File: config.mk
export PLATFORM = sky130hd
export DESIGN_NAME = kbd_matrix_port
export DESIGN_NICKNAME = d
export VERILOG_FILES = /design/src/rtl/kbd_pkg.sv /design/src/rtl/kbd_port_decode.sv /design/src/rtl/kbd_select_latch.sv /design/src/rtl/kbd_row_capture.sv /design/src/rtl/kbd_read_mux.sv /design/src/rtl/kbd_matrix_port.sv
export SDC_FILE = /design/constraint.sdc
export NUM_CORES = 1
export LEC_CHECK = 0
export CAP_MARGIN = 20
export CORE_MARGIN = 2
export CORE_UTILIZATION = 47
export DETAILED_ROUTE_END_ITERATION = 8
export PLACE_DENSITY = 0.8
export SETUP_SLACK_MARGIN = 0.02
export SLEW_MARGIN = 10
export SYNTH_ARGS = -nofsm -noshare
export SYNTH_HDL_FRONTEND = slang
export SYNTH_SLANG_ARGS = --single-unit
File: constraint.sdc
create_clock -name clk -period 3.78 [get_ports clk]
set_input_delay 0.378 -clock clk [delete_from_list [all_inputs] [get_ports clk]]
set_output_delay 0.378 -clock clk [all_outputs]
set_load 0.005 [all_outputs]
File: src/rtl/kbd_pkg.sv
package kbd_pkg;

    localparam int          DATA_W     = 8;
    localparam int          ROW_CNT    = 15;
    localparam int          IDX_W      = $clog2(ROW_CNT);
    localparam int          ROWS_W     = ROW_CNT * DATA_W;
    localparam logic [7:0]  PORT_CODE  = 8'hF4;
    localparam logic [7:0]  STATUS_SEL = 8'h30;

    typedef enum logic [1:0] {
        RD_NONE   = 2'd0,
        RD_ROW    = 2'd1,
        RD_STATUS = 2'd2
    } rd_mode_e;

    typedef struct packed {
        rd_mode_e          mode;
        logic [IDX_W-1:0]  idx;
    } rd_sel_t;

    // Bit set to 1 where a key is fitted in the matrix.
    function automatic logic [ROWS_W-1:0] fitted_mask();
        logic [ROWS_W-1:0] m;
        m = '1;
        m[5*DATA_W + 6] = 1'b0;
        m[6*DATA_W + 4] = 1'b0;
        m[6*DATA_W + 6] = 1'b0;
        return m;
    endfunction

    // Map a select code onto a read mode and row index.
    function automatic rd_sel_t decode_sel(input logic [DATA_W-1:0] code);
        rd_sel_t s;
        s.mode = RD_NONE;
        s.idx  = '0;
        if (code == STATUS_SEL) begin
            s.mode = RD_STATUS;
        end else if (code >= 8'd1 && code <= 8'(ROW_CNT)) begin
            s.mode = RD_ROW;
            s.idx  = IDX_W'(code - 8'd1);
        end
        return s;
    endfunction

endpackage

File: src/rtl/kbd_port_decode.sv
module kbd_port_decode #(
    parameter int         ADDR_W = 16,
    parameter logic [7:0] CODE   = kbd_pkg::PORT_CODE
) (
    input  logic [ADDR_W-1:0] addr,
    input  logic              rd,
    input  logic              wr,
    output logic              rd_hit,
    output logic              wr_hit
);
    logic match;

    always_comb begin
        match  = (addr[7:0] == CODE);
        rd_hit = rd && match;
        wr_hit = wr && match;
    end
endmodule

File: src/rtl/kbd_select_latch.sv
module kbd_select_latch
    import kbd_pkg::*;
(
    input  logic              clk,
    input  logic              rst,
    input  logic              load,
    input  logic [DATA_W-1:0] din,
    output logic [DATA_W-1:0] sel
);
    always_ff @(posedge clk) begin
        if (rst)       sel <= '0;
        else if (load) sel <= din;
    end
endmodule

File: src/rtl/kbd_row_capture.sv
module kbd_row_capture
    import kbd_pkg::*;
#(
    parameter logic [ROWS_W-1:0] MASK = kbd_pkg::fitted_mask()
) (
    input  logic                        clk,
    input  logic                        rst,
    input  logic [ROWS_W-1:0]           rows_in,
    output logic [ROW_CNT-1:0][DATA_W-1:0] rows_q
);
    for (genvar r = 0; r < ROW_CNT; r++) begin : g_row
        localparam logic [DATA_W-1:0] RMASK = MASK[r*DATA_W +: DATA_W];
        always_ff @(posedge clk) begin
            if (rst) rows_q[r] <= '0;
            else     rows_q[r] <= rows_in[r*DATA_W +: DATA_W] & RMASK;
        end
    end
endmodule

File: src/rtl/kbd_read_mux.sv
module kbd_read_mux
    import kbd_pkg::*;
(
    input  logic                           rd_hit,
    input  logic [DATA_W-1:0]              sel,
    input  logic [ROW_CNT-1:0][DATA_W-1:0] rows_q,
    output logic [DATA_W-1:0]              rdata
);
    rd_sel_t          dsel;
    logic [DATA_W-1:0] any_down;

    always_comb begin
        dsel     = decode_sel(sel);
        any_down = '0;
        for (int r = 0; r < ROW_CNT; r++) begin
            any_down = any_down | rows_q[r];
        end
        rdata = '0;
        if (rd_hit) begin
            case (dsel.mode)
                RD_STATUS: rdata = any_down;
                RD_ROW:    rdata = rows_q[dsel.idx];
                default:   rdata = '0;
            endcase
        end
    end
endmodule

File: src/rtl/kbd_matrix_port.sv
module kbd_matrix_port
    import kbd_pkg::*;
#(
    parameter int ADDR_W = 16
) (
    input  logic              clk,
    input  logic              rst,
    input  logic [ADDR_W-1:0] io_addr,
    input  logic              io_rd,
    input  logic              io_wr,
    input  logic [7:0]        io_wdata,
    input  logic [119:0]      key_rows,
    output logic [7:0]        io_rdata
);
    logic                           rd_hit;
    logic                           wr_hit;
    logic [DATA_W-1:0]              sel_q;
    logic [ROW_CNT-1:0][DATA_W-1:0] rows_q;

    kbd_port_decode #(.ADDR_W(ADDR_W), .CODE(PORT_CODE)) u_dec (
        .addr   (io_addr),
        .rd     (io_rd),
        .wr     (io_wr),
        .rd_hit (rd_hit),
        .wr_hit (wr_hit)
    );

    kbd_select_latch u_sel (
        .clk  (clk),
        .rst  (rst),
        .load (wr_hit),
        .din  (io_wdata),
        .sel  (sel_q)
    );

    kbd_row_capture #(.MASK(fitted_mask())) u_rows (
        .clk     (clk),
        .rst     (rst),
        .rows_in (key_rows),
        .rows_q  (rows_q)
    );

    kbd_read_mux u_mux (
        .rd_hit (rd_hit),
        .sel    (sel_q),
        .rows_q (rows_q),
        .rdata  (io_rdata)
    );
endmodule

==> impl_metrics.yaml, run 1 <==
status:
  status: "finished, final reports clean"
power:
  p_total_mw: 3.28
  leakagePower_nw: 2.92
  ir_worst_vdd_mv: 0.301
  powerDensity_mw_per_mm2: 439
layout:
  num_antenna_cells: 0
  layout.nets: 845
  final_common_cell: "clkdlybuf4s50_1"
  synthToLayoutAreaGrowth_pct: 45.3
  final_cell_mix: "139 x clkdlybuf4s50_1, 125 x dfxtp_1, 117 x nor2b_1"
  drive_gt1_frac: 0.130
  utilization: 0.696
  final_cell_area_mm2: 0.00747
clock_tree:
  cts_tree: "yes"
  hold_buffers: 0
  cts_buffers: 17
  cts.sinks: 125
  root_buffer: "clkbuf_8"
  cts_max_level: 4
  clock_latency_ns: 0.52
  clockBufferDepth: 2
  clk_pin_slew_worst_paths_ns: 0.06
worst_hold_path:
  min_path_type: "primary input to flop"
  worstHoldPathCells: 2
timing:
  worst_pin_slew_ns: 0.749
  fin_crit_ns: 3.75
  slew_violations: 0
  fin_worst_skew_ns: 0
  fin_crit_sh: 0.992
  max_freq_mhz: 267
  rsz0062_at_grt: "yes"
  finalHoldViolCount: 0
  finalSetupViolations: 0
  slew_headroom: 0.501
critical_path:
  critical_path_arrival_ns: 3.37
  worst-path-buf-inv: 1
  cp_top_family: "simple AND/OR/NAND/NOR gates"
  worstSetupEndpointType: "output port"
  crit_type: "flop to output port"
  worst_path_largest_cell_delay_ns: 0.60
  crit_slowest_cell: "or4_4"
  startpoint_type: "flop"
  cp_data_required_time_ns: 3.40
  worstRegToRegCells: 2
  cp_max_fo: 8
  cp.depth: 7
  worstPathCellList: "or4_4 -> nor2_1 -> a31oi_1 -> o221ai_1 -> a211oi_1 -> a311oi_1 -> clkdlybuf4s50_1"
detailed_routing:
  postRouteAntennaNets: 0
  via_per_inst: 5.48
  wl_per_cell_um: 17.5
  drtPass1Iterations: 5
  drc: 0
  wirelength_um: 14800
  drtIter0Drc: 285
  vias: 4645
grt:
  grt_start_max_net_pins: 88
  gr-total-overflow: 0
  grt_pass1_vias: 4608
  grtUsageMet2: 0.449
  grt_usage: 0.255
  grt_pass1_wl_um: 22800
  grt.busiest_layer: "met2"
  antenna_found_initial: 0
  gr-usage-met1: 0.297
  use_met3: 0.0652
yosys:
  synthArstFlopShare: 0
  netlist_area_mm2: 0.00514
  syn_nets: 689
  synth_warnings: 0
  syn_area_per_cell_um2: 9.56
  synthCells: 538
  synth.distinct_cells: 59
  ys_ff_latch: 125
  yosysSeqAreaShare: 0.486
  ys.flop_type: "dfxtp_1"
  synth_edf_count: 0
floorplanning:
  io_pins: 156
  row_count: 38
  dieArea_mm2: 0.0118
  fp.dieW_um: 109
  start_util: 0.479
  core_area_mm2: 0.0107
  dieHeight_um: 109
flow_run:
  maxCapViolations: 0
placed_design:
  hpwl_um: 10900
  place.gp.congestion: 0.900
  port_buffers: 144
  place_area_mm2: 0.00674
==> Yosys cell counts (5+ instances only) <==
library cell,number,share of area
a221oi_1,10,0.017
a21oi_1,19,0.018
nor2_1,19,0.014
or4_1,5,0.0073
mux2i_1,13,0.025
nor2b_1,117,0.14
nor4_1,27,0.033
nand3_1,15,0.015
nand2_1,44,0.032
buf_2,6,0.0058
nor3_1,11,0.011
nand4_1,9,0.011
o21ai_0,10,0.0097
clkbuf_1,23,0.017
dfxtp_1,125,0.49
a31oi_1,7,0.0085
==> registers in the layout, summed over array words and instances (netlist names) <==
register / count
u_sel.sel: 8
u_rows.rows_q: 117
==> worst reg2reg max path, delay by kind of cell, from the launching register on <==
family	cells	cell delay, ns
flops	1	0.60
simple gates	1	0.10
mux	1	0.14
==> cells by family (layout without fill, tap and decap cells) <==
family / Yosys count / in the layout / share of synthesized area
and+or+nand+nor: 259 / 259 / 0.286
DFF: 125 / 125 / 0.486
AOI/OAI and AO/OA: 86 / 86 / 0.124
buffers and inverters: 39 / 208 / 0.0350
muxes: 22 / 22 / 0.0537
xor gates and xnor gates: 4 / 4 / 0.00681
adders and majority gates: 3 / 3 / 0.00730
==> through the flow <==
stage | hold WS (ns) | std cells | setup slack [ns] | TNS (ns)
2_1_floorplan | 0.502 | 538 | 0.501 | 0
3_3_place_gp | 0.525 | 804 | 0.387 | 0
3_5_place_dp | 0.542 | 804 | 0.368 | 0
4_1_cts | 0.393 | 844 | 0.0143 | 0
5_1_grt | 0.393 | 847 | -0.0718 | -0.134
6_report | 0.397 | 847 | 0.0317 | 0
==> worst paths after layout <==
path / from / end / slack (ns)
max reg2reg: u_sel.sel[2] / u_sel.sel[2] / 2.87
min: rst / u_sel.sel[1] / 0.40
min reg2reg: u_sel.sel[7] / u_sel.sel[7] / 0.56
max: u_sel.sel[6] / io_rdata[2] / 0.03
==> cell type report <==
type / instances / area (um2)
fillers: 822 / 3270
flip-flops and latches: 125 / 2500
well taps: 140 / 175
clock buffers: 18 / 428
repair buffers: 172 / 1680
multi-input cells: 374 / 2520
clock inverters: 14 / 159
inverters: 4 / 16.3
==> power breakdown <==
part | switching, mW | internal (mW) | leakage [nW] | total [mW]
Sequential | 0.0450 | 1.39 | 1.04 | 1.43
Combinational | 0.0786 | 0.185 | 1.60 | 0.263
Clock | 0.617 | 0.966 | 0.283 | 1.58
Total | 0.741 | 2.54 | 2.92 | 3.28
==> layer usage <==
metal,vias up,part of all wire
met1,2137,0.40
met4,0,0.021
li1,2236,-
met2,239,0.50
met5,-,0
met3,33,0.085
==> what timing repair did <==
| item | CTS | global route |
|---|---|---|
| pin swaps | 2 | 4 |
| setup endpoints to repair | 7 | 8 |
| setup buffers | 8 | 3 |
| gates resized for setup | 5 | 15 |
Note: power is estimated with default switching activity, not from simulation.
==> run 2: changes to the inputs <==
- clock period: 3.78 -> 4.3 ns (I/O delays scaled with it)
==> run 2 against run 1 <==
Total power down 9.1%; count of clock-buffer cells in the layout is 2 higher; die area stayed put; sequential share of layout area increased by 0.43 points; worst hold slack got worse by 0.050 ns; global-route usage rose by 0.92 points; critical endpoint is now io_rdata[5].
==> impl_metrics.yaml, run 2 (synthesized netlist as in run 1, its figures left out) <==
status:
  status: "finished, final reports clean"
flow_run:
  maxCapViolations: 0
critical_path:
  worst_path_largest_cell_delay_ns: 0.62
  crit_slowest_cell: "ha_1"
  worstSetupEndpointType: "output port"
  cp_data_required_time_ns: 3.87
  worst-path-buf-inv: 3
  crit_type: "flop to output port"
  cp_top_family: "buffers and inverters"
  r2r_start: "u_sel.sel[2]"
  critical_path_arrival_ns: 3.66
  r2r-end: "u_sel.sel[2]"
  cp_max_fo: 21
  worstRegToRegCells: 2
  startpoint_type: "flop"
  worstPathCellList: "inv_1 -> ha_1 -> buf_4 -> mux2_2 -> nand2_1 -> a311oi_1 -> o21ai_0 -> a32oi_1 -> clkdlybuf4s50_1"
  regToRegSetupSlack_ns: 3.38
clock_tree:
  cts_buffers: 17
  clk_pin_slew_worst_paths_ns: 0.06
  clockBufferDepth: 2
  cts.sinks: 125
  clock_latency_ns: 0.53
  hold_buffers: 0
  root_buffer: "clkbuf_8"
  cts_tree: "yes"
  cts_max_level: 4
timing:
  fin_crit_ns: 4.09
  finalHoldViolCount: 0
  rsz0062_at_grt: "no"
  setup_slack_ns: 0.207
  fin_worst_skew_ns: 0
  max_freq_mhz: 244
  slew_violations: 0
  fin_crit_sh: 0.952
  finalSetupViolations: 0
  slew_headroom: 0.419
  worst_pin_slew_ns: 0.865
  tns_ns: 0
placed_design:
  place_area_mm2: 0.00670
  hpwl_um: 10700
  dp_cells: 798
  dp_slack_ns: 0.557
  port_buffers: 144
  place.gp.congestion: 0.909
power:
  p_seq_frac: 0.422
  clkPwrFrac: 0.500
  leakagePower_nw: 2.80
  netSwitchingFraction: 0.213
  p_switching_uw: 634
  powerDensity_mw_per_mm2: 403
  ir_worst_vdd_mv: 0.208
  internal_power_mw: 2.34
  pwr-share-comb: 0.078
layout:
  layout.nets: 833
  largest_reg_flops: 117
  fillCellCount: 834
  top_regs: "u_rows.rows_q x117, u_sel.sel x8"
  synthToLayoutAreaGrowth_pct: 43.5
  final_cell_mix: "143 x clkdlybuf4s50_1, 124 x dfxtp_1, 117 x nor2b_1"
  final_cell_area_mm2: 0.00738
  drive_gt1_frac: 0.102
  instances_no_fill: 835
  area.sequential_mm2: 0.00250
  num_antenna_cells: 0
  multi_input_area_mm2: 0.00248
  largest-register: "u_rows.rows_q"
  final_common_cell: "clkdlybuf4s50_1"
detailed_routing:
  drtIter0Drc: 281
  drc: 0
  drtPass1Iterations: 5
  wirelength_um: 15300
  postRouteAntennaNets: 0
  vias: 4625
  via_per_inst: 5.54
  wl_per_cell_um: 18.3
grt:
  grt.busiest_layer: "met2"
  grt_pass1_vias: 4775
  grt_pass1_wl_um: 23400
  gr-usage-met1: 0.296
  gr-total-overflow: 0
  grtUsageMet2: 0.461
  grt_usage: 0.264
  grt_start_max_net_pins: 126
  antenna_found_initial: 0
  use_met3: 0.0747
worst_hold_path:
  worstHoldPathCells: 2
  min_to: "u_rows.rows_q[78]"
  min_path_type: "primary input to flop"
  hp-start: "rst"
floorplanning:
  start_util: 0.479
  core_area_mm2: 0.0107
  dieArea_mm2: 0.0118
  dieHeight_um: 109
  fp.dieW_um: 109
  row_count: 38
  io_pins: 156
-- run 2: worst max-delay path by stage --
| stage | endpoint | cells after the start | from | slack, ns |
|---|---|---|---|---|
| floorplan | io_rdata[5] | 11 | u_sel.sel[0] | 0.97 |
| global placement | io_rdata[1] | 8 | u_sel.sel[0] | 0.66 |
| detailed placement | io_rdata[1] | 8 | u_sel.sel[0] | 0.56 |
| CTS | io_rdata[6] | 11 | u_sel.sel[0] | 0.04 |
| global route | io_rdata[5] | 9 | u_sel.sel[0] | 0.10 |
| finish | io_rdata[5] | 9 | u_sel.sel[0] | 0.21 |
-- run 2: layout make-up --
cell class	count	area share
clock buffer	20	0.0590
multi-input combinational	374	0.335
timing repair buffer	160	0.216
clock inverter	12	0.0252
sequential	125	0.339
inverter	4	0.00220
tap	140	0.0237
-- run 2: through the flow --
| step | total power, mW | util | hold slack, ns |
|---|---|---|---|
| floorplan | 1.36 | - | 0.502 |
| global placement | 1.51 | 0.623 | 0.528 |
| detailed placement | 1.51 | 0.623 | 0.545 |
| CTS | 2.99 | 0.683 | 0.440 |
| global route | 3.06 | 0.687 | 0.373 |
| finish | 2.98 | 0.687 | 0.348 |
-- run 2: repair_timing --
action | CTS | global route
buffers inserted | 2 | 2
pin swaps | 0 | 1
resized for setup | 1 | 4
endpoints found under the setup margin | 2 | 6
-- run 2: routing by layer --
| metal | wire (um) | up-vias | part of all wire |
|---|---|---|---|
| met2 | 7510 | 262 | 0.49 |
| met3 | 1250 | 52 | 0.082 |
| li1 | - | 2211 | - |
| met5 | 0 | - | 0 |
| met1 | 5940 | 2100 | 0.39 |
| met4 | 562 | 0 | 0.037 |
-- run 2: power groups by stage --
stage                     Clock [mW]  Sequential, mW  Combinational [mW]
final                           1.49            1.26               0.231
after global placement             0            1.28               0.225
after floorplan                    0            1.27              0.0912
after detailed placement           0            1.28               0.229
after global routing            1.54            1.26               0.251
after CTS                       1.50            1.26               0.231
-- run 2: worst reg2reg max path, delay by kind of cell, from the launching register on --
family	cells	cell delay, ns
AND/OR/NAND/NOR	1	0.11
multiplexers	1	0.14
flip-flops	1	0.61
==> run 3: changes to the inputs <==
- CORE_UTILIZATION: 47 -> 48
- PLACE_DENSITY: 0.8 -> not set
- PLACE_DENSITY_LB_ADDON: not set -> 0.3
- SYNTH_HIERARCHICAL: not set -> 1
==> run 3 against run 2 <==
Clock skew stayed put; count of clock-buffer cells in the layout is 3 lower; via count up 1.4%; sequential power about the same; critical path depth stayed put; non-clock buffer count is 3 lower; clock power decreased by 4%; design area up 1.5%; worst hold slack better by 0.10 ns; fmax down 0.49%; largest power group unchanged; highest routed layer unchanged.
==> impl_metrics.yaml, run 3 <==
clock_tree:
  hold_buffers: 0
  root_buffer: "clkbuf_8"
  cts_buffers: 17
  clock_latency_ns: 0.52
  clk_pin_slew_worst_paths_ns: 0.07
  cts.sinks: 125
  clockBufferDepth: 2
  cts_tree: "yes"
  cts_max_level: 4
yosys:
  yosysMostFrequentCell: "dfxtp_1"
  post-synth-top-area-cell: "dfxtp_1"
  yosysTopAreaCellShare: 0.464
  ys_ff_latch: 125
  synthCells: 551
  ys.flop_type: "dfxtp_1"
  synth.distinct_cells: 56
  netlist_area_mm2: 0.00540
  synthArstFlopShare: 0
  synth_common_cells: "125 x dfxtp_1, 96 x nor2b_1, 31 x nor4_1"
  yosysSeqAreaShare: 0.464
  syn_area_per_cell_um2: 9.79
  synth_area_leaders: "dfxtp_1 46%, nor2b_1 11%, nor4_1 3.6%"
  synth_edf_count: 0
  synth_warnings: 6
critical_path:
  startpoint_type: "flop"
  worstSetupEndpointType: "output port"
  critical_path_arrival_ns: 3.68
  crit_type: "flop to output port"
  cp_max_fo: 19
  crit_start: "u_sel/sel[0]"
  endpoint: "io_rdata[3]"
  worstRegToRegCells: 3
  regToRegSetupSlack_ns: 3.06
  r2r-end: "u_sel/sel[0]"
  cp_data_required_time_ns: 3.87
  r2r_start: "u_sel/sel[0]"
layout:
  multi_input_area_mm2: 0.00265
  final_common_cell: "clkdlybuf4s50_1"
  final_cell_area_mm2: 0.00749
  largest-register: "u_rows/rows_q"
  fillCellCount: 851
  top_regs: "u_rows/rows_q x117, u_sel/sel x8"
  layout.nets: 838
  largest_reg_flops: 117
  num_antenna_cells: 0
  area.sequential_mm2: 0.00251
  final_cell_mix: "143 x clkdlybuf4s50_1, 124 x dfxtp_1, 96 x nor2b_1"
  utilization: 0.688
  synthToLayoutAreaGrowth_pct: 38.9
  instances_no_fill: 840
  drive_gt1_frac: 0.126
power:
  p_total_mw: 2.93
  leakagePower_nw: 2.74
  powerDensity_mw_per_mm2: 391
  ir_worst_vdd_mv: 0.341
detailed_routing:
  drc: 0
  postRouteAntennaNets: 0
  drtIter0Drc: 320
  via_per_inst: 5.58
  wirelength_um: 15400
  drtPass1Iterations: 5
  met2_length_um: 7190
  routedLengthMet1_um: 6640
  wl_met3_um: 1190
  top_layer_used: "met4"
  vias: 4689
  wl_per_cell_um: 18.3
floorplanning:
  core_area_mm2: 0.0109
  dieHeight_um: 110
  io_pins: 156
  row_count: 38
  dieArea_mm2: 0.0121
  fp.dieW_um: 110
  start_util: 0.496
placed_design:
  place_area_mm2: 0.00688
  hpwl_um: 10700
  place.gp.congestion: 0.949
  dp_cells: 808
  port_buffers: 144
  dp_slack_ns: 0.658
timing:
  fin_crit_sh: 0.957
  fin_worst_skew_ns: 0
  worst_pin_slew_ns: 0.883
  fin_crit_ns: 4.11
  tns_ns: 0
  slew_violations: 0
  hold_ws_ns: 0.451
  finalHoldViolCount: 0
  max_freq_mhz: 243
  finalSetupViolations: 0
  setup_slack_ns: 0.186
  slew_headroom: 0.410
  rsz0062_at_grt: "no"
worst_hold_path:
  min_path_type: "primary input to flop"
  hp-start: "key_rows[79]"
grt:
  grt_pass1_vias: 4643
  antenna_found_initial: 0
  grt_start_max_net_pins: 83
  grt_pass1_wl_um: 23500
  grt_usage: 0.262
  gr-total-overflow: 0
status:
  status: "finished, final reports clean"
flow_run:
  maxCapViolations: 0
==> run 3: where the power goes <==
part	leakage, nW	internal, mW	total [mW]	switching (mW)
clock	0.298	0.812	1.43	0.619
sequential	1.04	1.22	1.26	0.0394
combinational	1.41	0.167	0.241	0.0741
==> run 3: layout make-up <==
| type | count | share of cell area |
|---|---|---|
| clock buffers | 17 | 0.0553 |
| clock inverters | 15 | 0.0244 |
| inverters | 7 | 0.00351 |
| multi-input cells | 379 | 0.353 |
| flip-flops and latches | 125 | 0.335 |
| well taps | 140 | 0.0234 |
| repair buffers | 157 | 0.206 |
==> run 3: critical path, cell delays in order (launching register included) <==
cell and delay (ns):
dfxtp_4 0.41, clkinv_1 0.08, ha_1 0.26, or4b_4 0.62
nand2_1 0.22, buf_4 0.23, a32o_1 0.14, a22oi_1 0.07
o41ai_1 0.50, clkdlybuf4s50_1 0.61
==> run 3: worst min path at each step <==
stage | slack, ns | cells after the start | endpoint
floorplan | 0.48 | 2 | u_sel/sel[2]
global placement | 0.54 | 2 | u_sel/sel[6]
detailed placement | 0.54 | 2 | u_sel/sel[7]
CTS | 0.43 | 2 | u_rows/rows_q[88]
global route | 0.43 | 2 | u_rows/rows_q[56]
finish | 0.45 | 2 | u_rows/rows_q[79]
==> run 3: kinds of logic after synthesis <==
logic type	share of synthesized area
adder cells (fa/ha/maj)	0.00696
other	0.000695
XOR/XNOR	0.00325
multiplexers	0.0645
AND/OR/NAND/NOR	0.287
buffers and inverters	0.0503
flip-flops	0.464
AO/OA/AOI/OAI	0.124
==> run 3: what timing repair did <==
action,in CTS,in global routing
endpoints found under the setup margin,0,7
buffers inserted,0,0
resized for setup,0,4
==> run 3: metal layers <==
layer  up-vias  global-route usage
li1       2237                   -
met1      2178               0.335
met2       239               0.420
met3        35              0.0641
met4         0               0.112
met5         -                   0
